[config.mk]
export PLATFORM = sky130hd
export DESIGN_NAME = jtag_shift_master
export DESIGN_NICKNAME = d
export VERILOG_FILES = /design/src/rtl/jtag_shift_pkg.sv /design/src/rtl/jtag_tck_gen.sv /design/src/rtl/jtag_word_shifter.sv /design/src/rtl/jtag_shift_master.sv
export SDC_FILE = /design/constraint.sdc
export NUM_CORES = 1
export LEC_CHECK = 0
export BUFFER_PORTS_ARGS = -buffer_cell sky130_fd_sc_hd__buf_2
export CORE_MARGIN = 10
export CORE_UTILIZATION = 30
export CTS_CLUSTER_DIAMETER = 40
export CTS_CLUSTER_SIZE = 14
export DETAILED_ROUTE_END_ITERATION = 8
export PLACE_DENSITY_LB_ADDON = 0.12
export SLEW_MARGIN = 20
export SYNTH_ARGS = -nofsm -noshare
export SYNTH_HDL_FRONTEND = slang
export SYNTH_SLANG_ARGS = --single-unit
[constraint.sdc]
create_clock -name clk_i -period 4.2 [get_ports clk_i]
set_clock_uncertainty 0.2 [all_clocks]
set_input_delay 0.63 -clock clk_i [delete_from_list [all_inputs] [get_ports clk_i]]
set_output_delay 0.63 -clock clk_i [all_outputs]
set_load 0.02 [all_outputs]
[src/rtl/jtag_shift_pkg.sv]
`timescale 1ns/1ps
package jtag_shift_pkg;
  typedef enum logic [1:0] {
    OP_TAP_RESET = 2'd0,
    OP_GOTO_IR   = 2'd1,
    OP_GOTO_DR   = 2'd2,
    OP_SHIFT     = 2'd3
  } jtag_op_e;

  typedef enum logic [1:0] {
    ST_IDLE,
    ST_WALK,
    ST_DATA,
    ST_POST
  } walk_st_e;
endpackage

[src/rtl/jtag_tck_gen.sv]
`timescale 1ns/1ps
module jtag_tck_gen #(
  parameter int DIV_W = 8
) (
  input  logic             clk_i,
  input  logic             rst_ni,
  input  logic             en_i,
  input  logic [DIV_W-1:0] div_i,
  output logic             tck_o,
  output logic             rise_o,
  output logic             bit_end_o
);
  logic [DIV_W-1:0] cnt_q;
  logic             high_q;
  logic             at_lim;

  assign at_lim = (cnt_q == div_i);

  always_ff @(posedge clk_i or negedge rst_ni) begin
    if (!rst_ni) begin
      cnt_q  <= '0;
      high_q <= 1'b0;
    end else if (!en_i) begin
      cnt_q  <= '0;
      high_q <= 1'b0;
    end else if (at_lim) begin
      cnt_q  <= '0;
      high_q <= ~high_q;
    end else begin
      cnt_q  <= cnt_q + 1'b1;
    end
  end

  // idle parks TCK high; each bit is a low phase then a high phase
  assign tck_o     = ~en_i | high_q;
  assign rise_o    = en_i & ~high_q & at_lim;
  assign bit_end_o = en_i & high_q & at_lim;
endmodule

[src/rtl/jtag_word_shifter.sv]
`timescale 1ns/1ps
module jtag_word_shifter #(
  parameter int WORD_W = 32,
  localparam int LEN_W = $clog2(WORD_W)
) (
  input  logic              clk_i,
  input  logic              rst_ni,
  input  logic              load_i,
  input  logic [WORD_W-1:0] data_i,
  input  logic [LEN_W-1:0]  len_m1_i,
  input  logic              msb_first_i,
  input  logic              shift_i,
  input  logic              sample_i,
  input  logic              tdo_i,
  output logic              tdi_o,
  output logic [WORD_W-1:0] result_o
);
  logic [WORD_W-1:0] tx_q, rx_q;
  logic [LEN_W-1:0]  idx_q, len_q;
  logic              msb_q;

  // reverse the low m+1 bits, clear the rest
  function automatic logic [WORD_W-1:0] flip(input logic [WORD_W-1:0] x,
                                             input logic [LEN_W-1:0] m);
    logic [WORD_W-1:0] r;
    logic [LEN_W-1:0]  j;
    r = '0;
    for (int i = 0; i < WORD_W; i++) begin
      if (i <= int'(m)) begin
        j    = m - LEN_W'(i);
        r[i] = x[j];
      end
    end
    return r;
  endfunction

  always_ff @(posedge clk_i or negedge rst_ni) begin
    if (!rst_ni) begin
      tx_q  <= '0;
      rx_q  <= '0;
      idx_q <= '0;
      len_q <= '0;
      msb_q <= 1'b0;
    end else if (load_i) begin
      tx_q  <= msb_first_i ? flip(data_i, len_m1_i) : data_i;
      rx_q  <= '0;
      idx_q <= '0;
      len_q <= len_m1_i;
      msb_q <= msb_first_i;
    end else begin
      if (shift_i) tx_q <= tx_q >> 1;
      if (sample_i) begin
        rx_q[idx_q] <= tdo_i;
        idx_q       <= idx_q + 1'b1;
      end
    end
  end

  assign tdi_o    = tx_q[0];
  assign result_o = msb_q ? flip(rx_q, len_q) : rx_q;
endmodule

[src/rtl/jtag_shift_master.sv]
`timescale 1ns/1ps
module jtag_shift_master
  import jtag_shift_pkg::*;
#(
  parameter int DIV_W    = 8,
  parameter int WORD_W   = 32,
  parameter int RST_ONES = 5,
  localparam int LEN_W   = $clog2(WORD_W),
  localparam int DL_W    = LEN_W + 1,
  localparam int PAT_W   = RST_ONES + 1,
  localparam int CNT_W   = $clog2(PAT_W + 1)
) (
  input  logic              clk_i,
  input  logic              rst_ni,
  input  logic [DIV_W-1:0]  div_i,
  input  logic              cmd_valid_i,
  input  logic [1:0]        cmd_op_i,
  input  logic [LEN_W-1:0]  cmd_len_m1_i,
  input  logic [WORD_W-1:0] cmd_data_i,
  input  logic              cmd_msb_first_i,
  input  logic              cmd_exit_i,
  input  logic              cmd_idle_i,
  output logic              busy_o,
  output logic              done_o,
  output logic [WORD_W-1:0] rdata_o,
  output logic              tck_o,
  output logic              tms_o,
  output logic              tdi_o,
  input  logic              tdo_i
);
  walk_st_e          st_q;
  logic [PAT_W-1:0]  pat_q;
  logic [CNT_W-1:0]  pat_left_q;
  logic [DL_W-1:0]   data_left_q;
  logic              exit_q, idle_q, done_q;
  logic [WORD_W-1:0] rdata_q;
  logic              tms_hold_q, tdi_hold_q;

  logic              busy, accept, rise, bit_end;
  logic              last_data, cur_tms, cur_tdi, sh_tdi;
  logic [WORD_W-1:0] sh_result;

  assign busy      = (st_q != ST_IDLE);
  assign accept    = cmd_valid_i & ~busy;
  assign last_data = (data_left_q == DL_W'(1));

  jtag_tck_gen #(.DIV_W(DIV_W)) u_tck (
    .clk_i     (clk_i),
    .rst_ni    (rst_ni),
    .en_i      (busy),
    .div_i     (div_i),
    .tck_o     (tck_o),
    .rise_o    (rise),
    .bit_end_o (bit_end)
  );

  jtag_word_shifter #(.WORD_W(WORD_W)) u_shift (
    .clk_i       (clk_i),
    .rst_ni      (rst_ni),
    .load_i      (accept && jtag_op_e'(cmd_op_i) == OP_SHIFT),
    .data_i      (cmd_data_i),
    .len_m1_i    (cmd_len_m1_i),
    .msb_first_i (cmd_msb_first_i),
    .shift_i     (bit_end && st_q == ST_DATA),
    .sample_i    (rise && st_q == ST_DATA),
    .tdo_i       (tdo_i),
    .tdi_o       (sh_tdi),
    .result_o    (sh_result)
  );

  always_comb begin
    cur_tms = tms_hold_q;
    cur_tdi = tdi_hold_q;
    unique case (st_q)
      ST_WALK, ST_POST: begin cur_tms = pat_q[0];          cur_tdi = 1'b0;   end
      ST_DATA:          begin cur_tms = exit_q & last_data; cur_tdi = sh_tdi; end
      default: ;
    endcase
  end

  always_ff @(posedge clk_i or negedge rst_ni) begin
    if (!rst_ni) begin
      st_q        <= ST_IDLE;
      pat_q       <= '0;
      pat_left_q  <= '0;
      data_left_q <= '0;
      exit_q      <= 1'b0;
      idle_q      <= 1'b0;
      done_q      <= 1'b0;
      rdata_q     <= '0;
      tms_hold_q  <= 1'b0;
      tdi_hold_q  <= 1'b0;
    end else begin
      done_q <= 1'b0;
      if (busy) begin
        tms_hold_q <= cur_tms;
        tdi_hold_q <= cur_tdi;
      end
      if (accept) begin
        unique case (jtag_op_e'(cmd_op_i))
          OP_TAP_RESET: begin
            pat_q      <= {1'b0, {RST_ONES{1'b1}}};
            pat_left_q <= CNT_W'(PAT_W);
            st_q       <= ST_WALK;
          end
          OP_GOTO_IR: begin
            pat_q      <= PAT_W'(4'b0011);
            pat_left_q <= CNT_W'(4);
            st_q       <= ST_WALK;
          end
          OP_GOTO_DR: begin
            pat_q      <= PAT_W'(3'b001);
            pat_left_q <= CNT_W'(3);
            st_q       <= ST_WALK;
          end
          default: begin
            data_left_q <= {1'b0, cmd_len_m1_i} + DL_W'(1);
            exit_q      <= cmd_exit_i;
            idle_q      <= cmd_idle_i;
            st_q        <= ST_DATA;
          end
        endcase
      end else if (bit_end) begin
        unique case (st_q)
          ST_DATA: begin
            data_left_q <= data_left_q - DL_W'(1);
            if (last_data) begin
              if (exit_q) begin
                // Exit1 -> Update, optionally on to Run-Test/Idle
                st_q       <= ST_POST;
                pat_q      <= idle_q ? PAT_W'(2'b01) : PAT_W'(1'b1);
                pat_left_q <= idle_q ? CNT_W'(2) : CNT_W'(1);
              end else begin
                st_q    <= ST_IDLE;
                done_q  <= 1'b1;
                rdata_q <= sh_result;
              end
            end
          end
          ST_WALK, ST_POST: begin
            pat_q      <= pat_q >> 1;
            pat_left_q <= pat_left_q - CNT_W'(1);
            if (pat_left_q == CNT_W'(1)) begin
              st_q   <= ST_IDLE;
              done_q <= 1'b1;
              if (st_q == ST_POST) rdata_q <= sh_result;
            end
          end
          default: ;
        endcase
      end
    end
  end

  assign busy_o  = busy;
  assign done_o  = done_q;
  assign rdata_o = rdata_q;
  assign tms_o   = busy ? cur_tms : tms_hold_q;
  assign tdi_o   = busy ? cur_tdi : tdi_hold_q;
endmodule

==> flow_summary.ini, run 1 <==
[run_status]
status = completed

[grt]
grt_max_degree = 80
antenna_found_initial = 1
grt_pass1_wl_mm = 87.6
grt_pass1_vias = 13310
track_usage = 0.200
overflow = 0

[layout]
fillers = 4810
multi_input_area_sq_um = 10300
drive_gt1_frac = 0.212
seqCellArea_sq_um = 3430
area_growth_pct = 11.6
diodes = 0
fin_util = 0.337
nets = 1703

[placement]
io_buffers = 90
place_ws_ps = 734
place_hpwl_mm = 40.7
place_congestion = 0.949

[clock_tree]
cts_buffer_depth = 2
htreeDepth = 4
post-cts-setup-buffer-count = 0
cts_sinks = 137
clk_pin_slew_worst_paths_ps = 70
tritoncts = done
ctsResizeCount = 0
cts_buffers = 17
root_buffer = clkbuf_16
hold_buffers = 0
clk_latency_ps = 450

[sta]
setup_viol = 0
period_minus_slack_ps = 3340
slew_headroom = 0.367
fmax_mhz = 299
fin_hold_ws_ps = 24.5
setup_slack_ps = 857
hold_violations = 0
grt_setup_unrepaired = false
finalSetupTns_ps = 0
fin_crit_sh = 0.796
drv_slew = 0
tightest_slew_ps = 944

[yosys]
ys_ff_latch = 137
async_flop_share = 1.00
synth_cell_type_count = 70
synth.avg_cell_area_sq_um = 9.21
syn_inst = 1561
ys.flop_type = dfrtp_1
synth-edff-count = 0
netlist_area_sq_um = 14400
yosysSeqAreaShare = 0.238
synth_nets = 1672
yosys_warnings = 0

[critical_path]
reg2reg_slack_ps = 860
worstPathMaxFanout = 17
required_ps = 4320
critPathLaunchType = register
cp.arrival_ps = 3460
cp-end-kind = register
crit_start = u_shift.len_q[3]
r2r_start = u_shift.len_q[3]
path_class = register to register

[route]
vias_per_cell = 6.07
drc = 0
first_pass_iters = 5
ant_nets = 0
wirelength_mm = 58.0
via_count = 13462
drtIter0Drc = 1239
routedWlPerCell_um = 26.1

[floorplanning]
core_sq_um = 47500
dieArea_sq_um = 57100
pin_count = 91
start_util = 0.302
die_w_um = 239
die_y_um = 239
rows = 80

[power_and_ir_drop]
leakage_uw = 0.00648
p_total_uw = 8880
p_per_area_nw_per_um2 = 553
ir_worst_vdd_mv = 0.334

[hold_path]
hp-class = input port to asynchronous set/reset pin

[job]
maxCapViolCount = 0
-- Yosys cell counts (6+ instances only) --
master,count,share of area
o211ai_1,11,0.0057
nand4_1,18,0.0078
inv_1,30,0.0078
a211oi_1,10,0.0052
a31oi_1,30,0.013
a221o_1,7,0.0049
a221oi_1,8,0.0049
and2_1,9,0.0039
xnor2_1,38,0.023
a21o_1,9,0.0047
buf_2,38,0.013
clkbuf_1,77,0.020
a311o_1,8,0.0056
o21ai_0,84,0.029
mux4_2,121,0.19
nor2b_1,19,0.0083
buf_1,8,0.0021
a22o_1,6,0.0037
nor3_1,13,0.0045
nand3b_1,7,0.0037
nor2_1,110,0.029
dfrtp_1,137,0.24
nand2_1,162,0.042
a32oi_1,8,0.0049
nand3_1,72,0.025
mux2_2,24,0.019
o221ai_1,10,0.0061
a21oi_1,153,0.053
a22oi_1,15,0.0078
ha_1,57,0.050
xor2_1,21,0.013
xnor2_2,6,0.0068
and3_1,11,0.0048
mux2i_1,117,0.081
nand2b_1,11,0.0048
o2111ai_1,10,0.0061
-- state kept, by name, summed over array words and instances, names as in the netlist --
name           cells
u_shift.len_q      5
u_tck.high_q       1
exit_q             1
u_shift.rx_q      32
u_shift.tx_q      32
u_shift.idx_q      5
done_o             1
tms_hold_q         1
tdi_hold_q         1
pat_left_q         3
u_shift.msb_q      1
idle_q             1
rdata_o           32
pat_q              5
data_left_q        6
u_tck.cnt_q        8
st_q               2
-- power by group --
part | switching (uW) | internal (uW) | total [uW]
clock | 695 | 897 | 1590
sequential | 314 | 1610 | 1930
combinational | 3210 | 2150 | 5360
total | 4220 | 4660 | 8880
-- layout by cell type, fill, tap and decap left out, types with 9 or more instances in the layout --
| cell type | n |
|---|---|
| nand4_1 | 18 |
| nor2_1 | 110 |
| nand2_1 | 162 |
| a21o_1 | 9 |
| a31oi_1 | 30 |
| xor2_1 | 21 |
| nand3_1 | 72 |
| buf_2 | 89 |
| mux2i_1 | 117 |
| nor3_1 | 13 |
| mux4_2 | 121 |
| a22oi_1 | 15 |
| buf_4 | 48 |
| mux2_2 | 24 |
| a211oi_1 | 10 |
| nor2b_1 | 19 |
| dfrtp_1 | 135 |
| nand2b_1 | 11 |
| o221ai_1 | 10 |
| and3_1 | 10 |
| ha_1 | 57 |
| and2_1 | 9 |
| clkbuf_16 | 17 |
| o2111ai_1 | 10 |
| xnor2_1 | 38 |
| inv_1 | 30 |
| a21oi_1 | 153 |
| o211ai_1 | 11 |
| o21ai_0 | 84 |
-- layout make-up --
| type | count | share of cell area |
|---|---|---|
| Clock buffer | 19 | 0.0276 |
| Clock inverter | 12 | 0.00881 |
| Inverter | 35 | 0.00819 |
| Multi-Input combinational cell | 1261 | 0.640 |
| Sequential cell | 137 | 0.214 |
| Tap cell | 615 | 0.0480 |
| Timing Repair Buffer | 140 | 0.0534 |
-- critical path, stage by stage (launching register included) --
cell	delay (ps)
dfrtp_1	390
inv_2	360
ha_1	800
mux4_2	400
mux2i_1	290
mux2i_1	120
a221oi_1	480
o31ai_1	140
-- path summary, 6_finish.rpt --
| path | to | depth (start not counted) |
|---|---|---|
| max in group asynchronous | u_shift.tx_q[4] | 2 |
| hold reg to reg | rdata_o[0] | 1 |
| min in group clk_i | idle_q | 2 |
| setup / recovery | rdata_o[4] | 7 |
| setup reg to reg | rdata_o[4] | 7 |
| hold / removal | rdata_o[11] | 1 |
-- per-layer routing --
metal | global-route usage | vias to the layer above | wire (um)
li1 | - | 5999 | -
met1 | 0.267 | 6862 | 25300
met2 | 0.318 | 509 | 27100
met3 | 0.0446 | 90 | 4170
met4 | 0.0590 | 2 | 1400
met5 | 0 | - | 10
-- kinds of logic (layout without fill, tap and decap cells) --
| kind of cell | after synthesis | in the layout | share of synthesized area |
|---|---|---|---|
| AND/OR/NAND/NOR | 455 | 455 | 0.147 |
| AO/OA/AOI/OAI | 422 | 422 | 0.185 |
| multiplexers | 262 | 262 | 0.290 |
| buffers and inverters | 163 | 206 | 0.0472 |
| flip-flops | 137 | 137 | 0.238 |
| XOR/XNOR | 65 | 65 | 0.0427 |
| adder cells (fa/ha/maj) | 57 | 57 | 0.0496 |
-- through the flow --
stage	area, sq um	instances
after floorplan	14400	1561
final	16000	2219
after CTS	16000	2219
after global placement	15500	2188
after detailed placement	15500	2188
after global routing	16000	2219
(Power assumes the default switching activity.)
==> run 2: changes to the inputs <==
Settings changed: ABC_AREA from default to 1.
Clock period 4.2 ns to 2.8 ns, I/O delays scaled along.
==> run 2 against run 1 <==
Against the previous run:
- first-iteration DRC count shrank 4.0%
- critical path depth shrank 2
- non-clock buffer count grew 34
- synthesized area shrank 6.3%
- sequential share of layout area grew 0.85 points
- global-route usage grew 1.8 points
- register-to-register slack lost 640 ps
==> flow_summary.ini, run 2 <==
[job]
maxCapViolCount = 0

[yosys]
synth_mux_area_frac = 0.000836
syn_inst = 2177
synthSimpleGateAreaFrac = 0.432
synth_cell_type_count = 55
ys.flop_type = dfrtp_1
async_flop_share = 1.00
synth_area_leaders = dfrtp_1, nand3_1, nand2_1
synthAdderAreaFrac = 0.0529
synth_xor_area_frac = 0.0342
ys_ff_latch = 137
synth_nets = 2288
synth-compound-area-share = 0.114
netlist_area_sq_um = 13500
synth_top_cell_by_area = dfrtp_1
synth_most_common_cell = nand2_1
synth_top_family_by_area = simple AND/OR/NAND/NOR gates
yosysSeqAreaShare = 0.254
synth.avg_cell_area_sq_um = 6.19
yosys_warnings = 0
synth-edff-count = 0
synth_commonest_cells = nand2_1, nand3_1, inv_1
netlist.area_leader.share = 0.254

[floorplanning]
dieArea_sq_um = 53800
core_sq_um = 44300
die_w_um = 232
die_y_um = 232
rows = 77
start_util = 0.304
pin_count = 91

[clock_tree]
clk_pin_slew_worst_paths_ps = 70
cts_sinks = 137
cts_buffer_depth = 2
root_buffer = clkbuf_16
cts_buffers = 17
post-cts-setup-buffer-count = 0
htreeDepth = 4
clk_latency_ps = 480
tritoncts = done

[run_status]
status = completed

[sta]
fin_crit_sh = 0.939
period_minus_slack_ps = 2630
drv_slew = 0
finalSetupTns_ps = 0
tightest_slew_ps = 904
fmax_mhz = 380
setup_slack_ps = 172
grt_setup_unrepaired = false
hold_violations = 0
slew_headroom = 0.397
setup_viol = 0

[hold_path]
hp-class = input port to register

[grt]
grt_pass1_wl_mm = 89.5
antenna_found_initial = 1
grt_max_degree = 57
overflow = 0
grt_pass1_vias = 14603
track_usage = 0.219

[layout]
drive_gt1_frac = 0.109
fin_cells = 2878
fin_util = 0.348
final_common_cell = nand2_1
nets = 2384
area_growth_pct = 14.5
final_cell_mix = nand2_1, nand3_1, inv_1, nor2_1, dfrtp_1
diodes = 0

[critical_path]
path_class = register to output pin
cp-end-kind = output pin
critPathLaunchType = register
worstPathMaxFanout = 4
required_ps = 2180
cp.arrival_ps = 2010

[placement]
place_hpwl_mm = 47.2
place_congestion = 0.982
dp_cells = 2843
place_ws_ps = 48.8
io_buffers = 90

[power_and_ir_drop]
p_sw_frac = 0.546
combPwrFrac = 0.642
sequentialPowerShare = 0.209
p_per_area_nw_per_um2 = 1010
clkPwrFrac = 0.150
p_int_uw = 7060
leakage_uw = 0.00774
ir_worst_vdd_mv = 0.624
p_switching_uw = 8500

[route]
wirelength_mm = 58.9
drtIter0Drc = 1190
via_count = 15078
vias_per_cell = 5.24
routedWlPerCell_um = 20.4
drc = 0
first_pass_iters = 6
ant_nets = 0
==> run 2: cell count changes after synthesis, moves of 25 or more <==
cell and change:
xnor2_1 -25, mux2i_1 -117, nor2_1 +30, clkbuf_1 -49
nand3_1 +434, nand2_1 +468, mux4_2 -121, a21oi_1 -94
inv_1 +209
==> run 2: per-stage QoR <==
| step | hold slack [ps] | total power [uW] | cell area (sq um) |
|---|---|---|---|
| finish | 110 | 15600 | 15400 |
| global placement | 245 | 13100 | 14800 |
| floorplan | -75.6 | 9970 | 13500 |
| CTS | 72.6 | 15600 | 15400 |
| detailed placement | 245 | 13100 | 14800 |
| global route | 102 | 16900 | 15400 |
==> run 2: routing by layer <==
layer  track usage  up-vias  routed length, um
met1         0.270     7124              25200
li1              -     7319                  -
met3        0.0349      120               2950
met2         0.354      513              27200
met5             0        -                 12
met4         0.131        2               3470
==> run 2: layout make-up <==
class / count / area (sq um)
Clock buffer: 19 / 443
Sequential cell: 137 / 3430
Tap cell: 592 / 741
Inverter: 254 / 965
Clock inverter: 13 / 144
Multi-Input combinational cell: 1689 / 8540
Timing Repair Buffer: 174 / 1160
Fill cell: 4992 / 28900
==> run 2: logic make-up after synthesis <==
logic type               after synthesis
AO/OA/AOI/OAI                        256
XOR/XNOR                              50
adder cells (fa/ha/maj)               57
buffers and inverters                351
flip-flops                           137
multiplexers                           1
AND/OR/NAND/NOR                     1325
==> run 2: critical path, stage by stage, from the launching register on <==
cell	delay [ps]
dfrtp_1	360
inv_1	110
ha_1	180
nand4_1	200
o311ai_0	430
buf_2	250
==> run 2: path summary, 6_finish.rpt <==
path	start	end	slack [ps]	depth (start not counted)
worst max-delay path	data_left_q[1]	tms_o	170	5
min in group asynchronous	rst_ni	u_tck.cnt_q[1]	290	2
worst min-delay path	cmd_data_i[31]	u_shift.tx_q[31]	110	3
max in group asynchronous	rst_ni	u_shift.tx_q[18]	1290	3
worst min register to register	u_shift.tx_q[8]	u_shift.tx_q[8]	280	2
worst max register to register	u_shift.len_q[1]	rdata_o[31]	220	10
==> run 2: timing repair <==
action / CTS / global route
setup endpoints to repair: 0 / 0
resized for setup: 0 / 0
hold endpoints to repair: 55 / 0
hold buffers: 3 / 0
==> run 2: power groups by stage <==
stage | combinational, uW | clock [uW] | sequential, uW
CTS | 9920 | 2410 | 3230
global placement | 9820 | 0 | 3260
finish | 9980 | 2330 | 3250
floorplan | 6950 | 0 | 3020
global route | 11100 | 2480 | 3310
detailed placement | 9880 | 0 | 3260
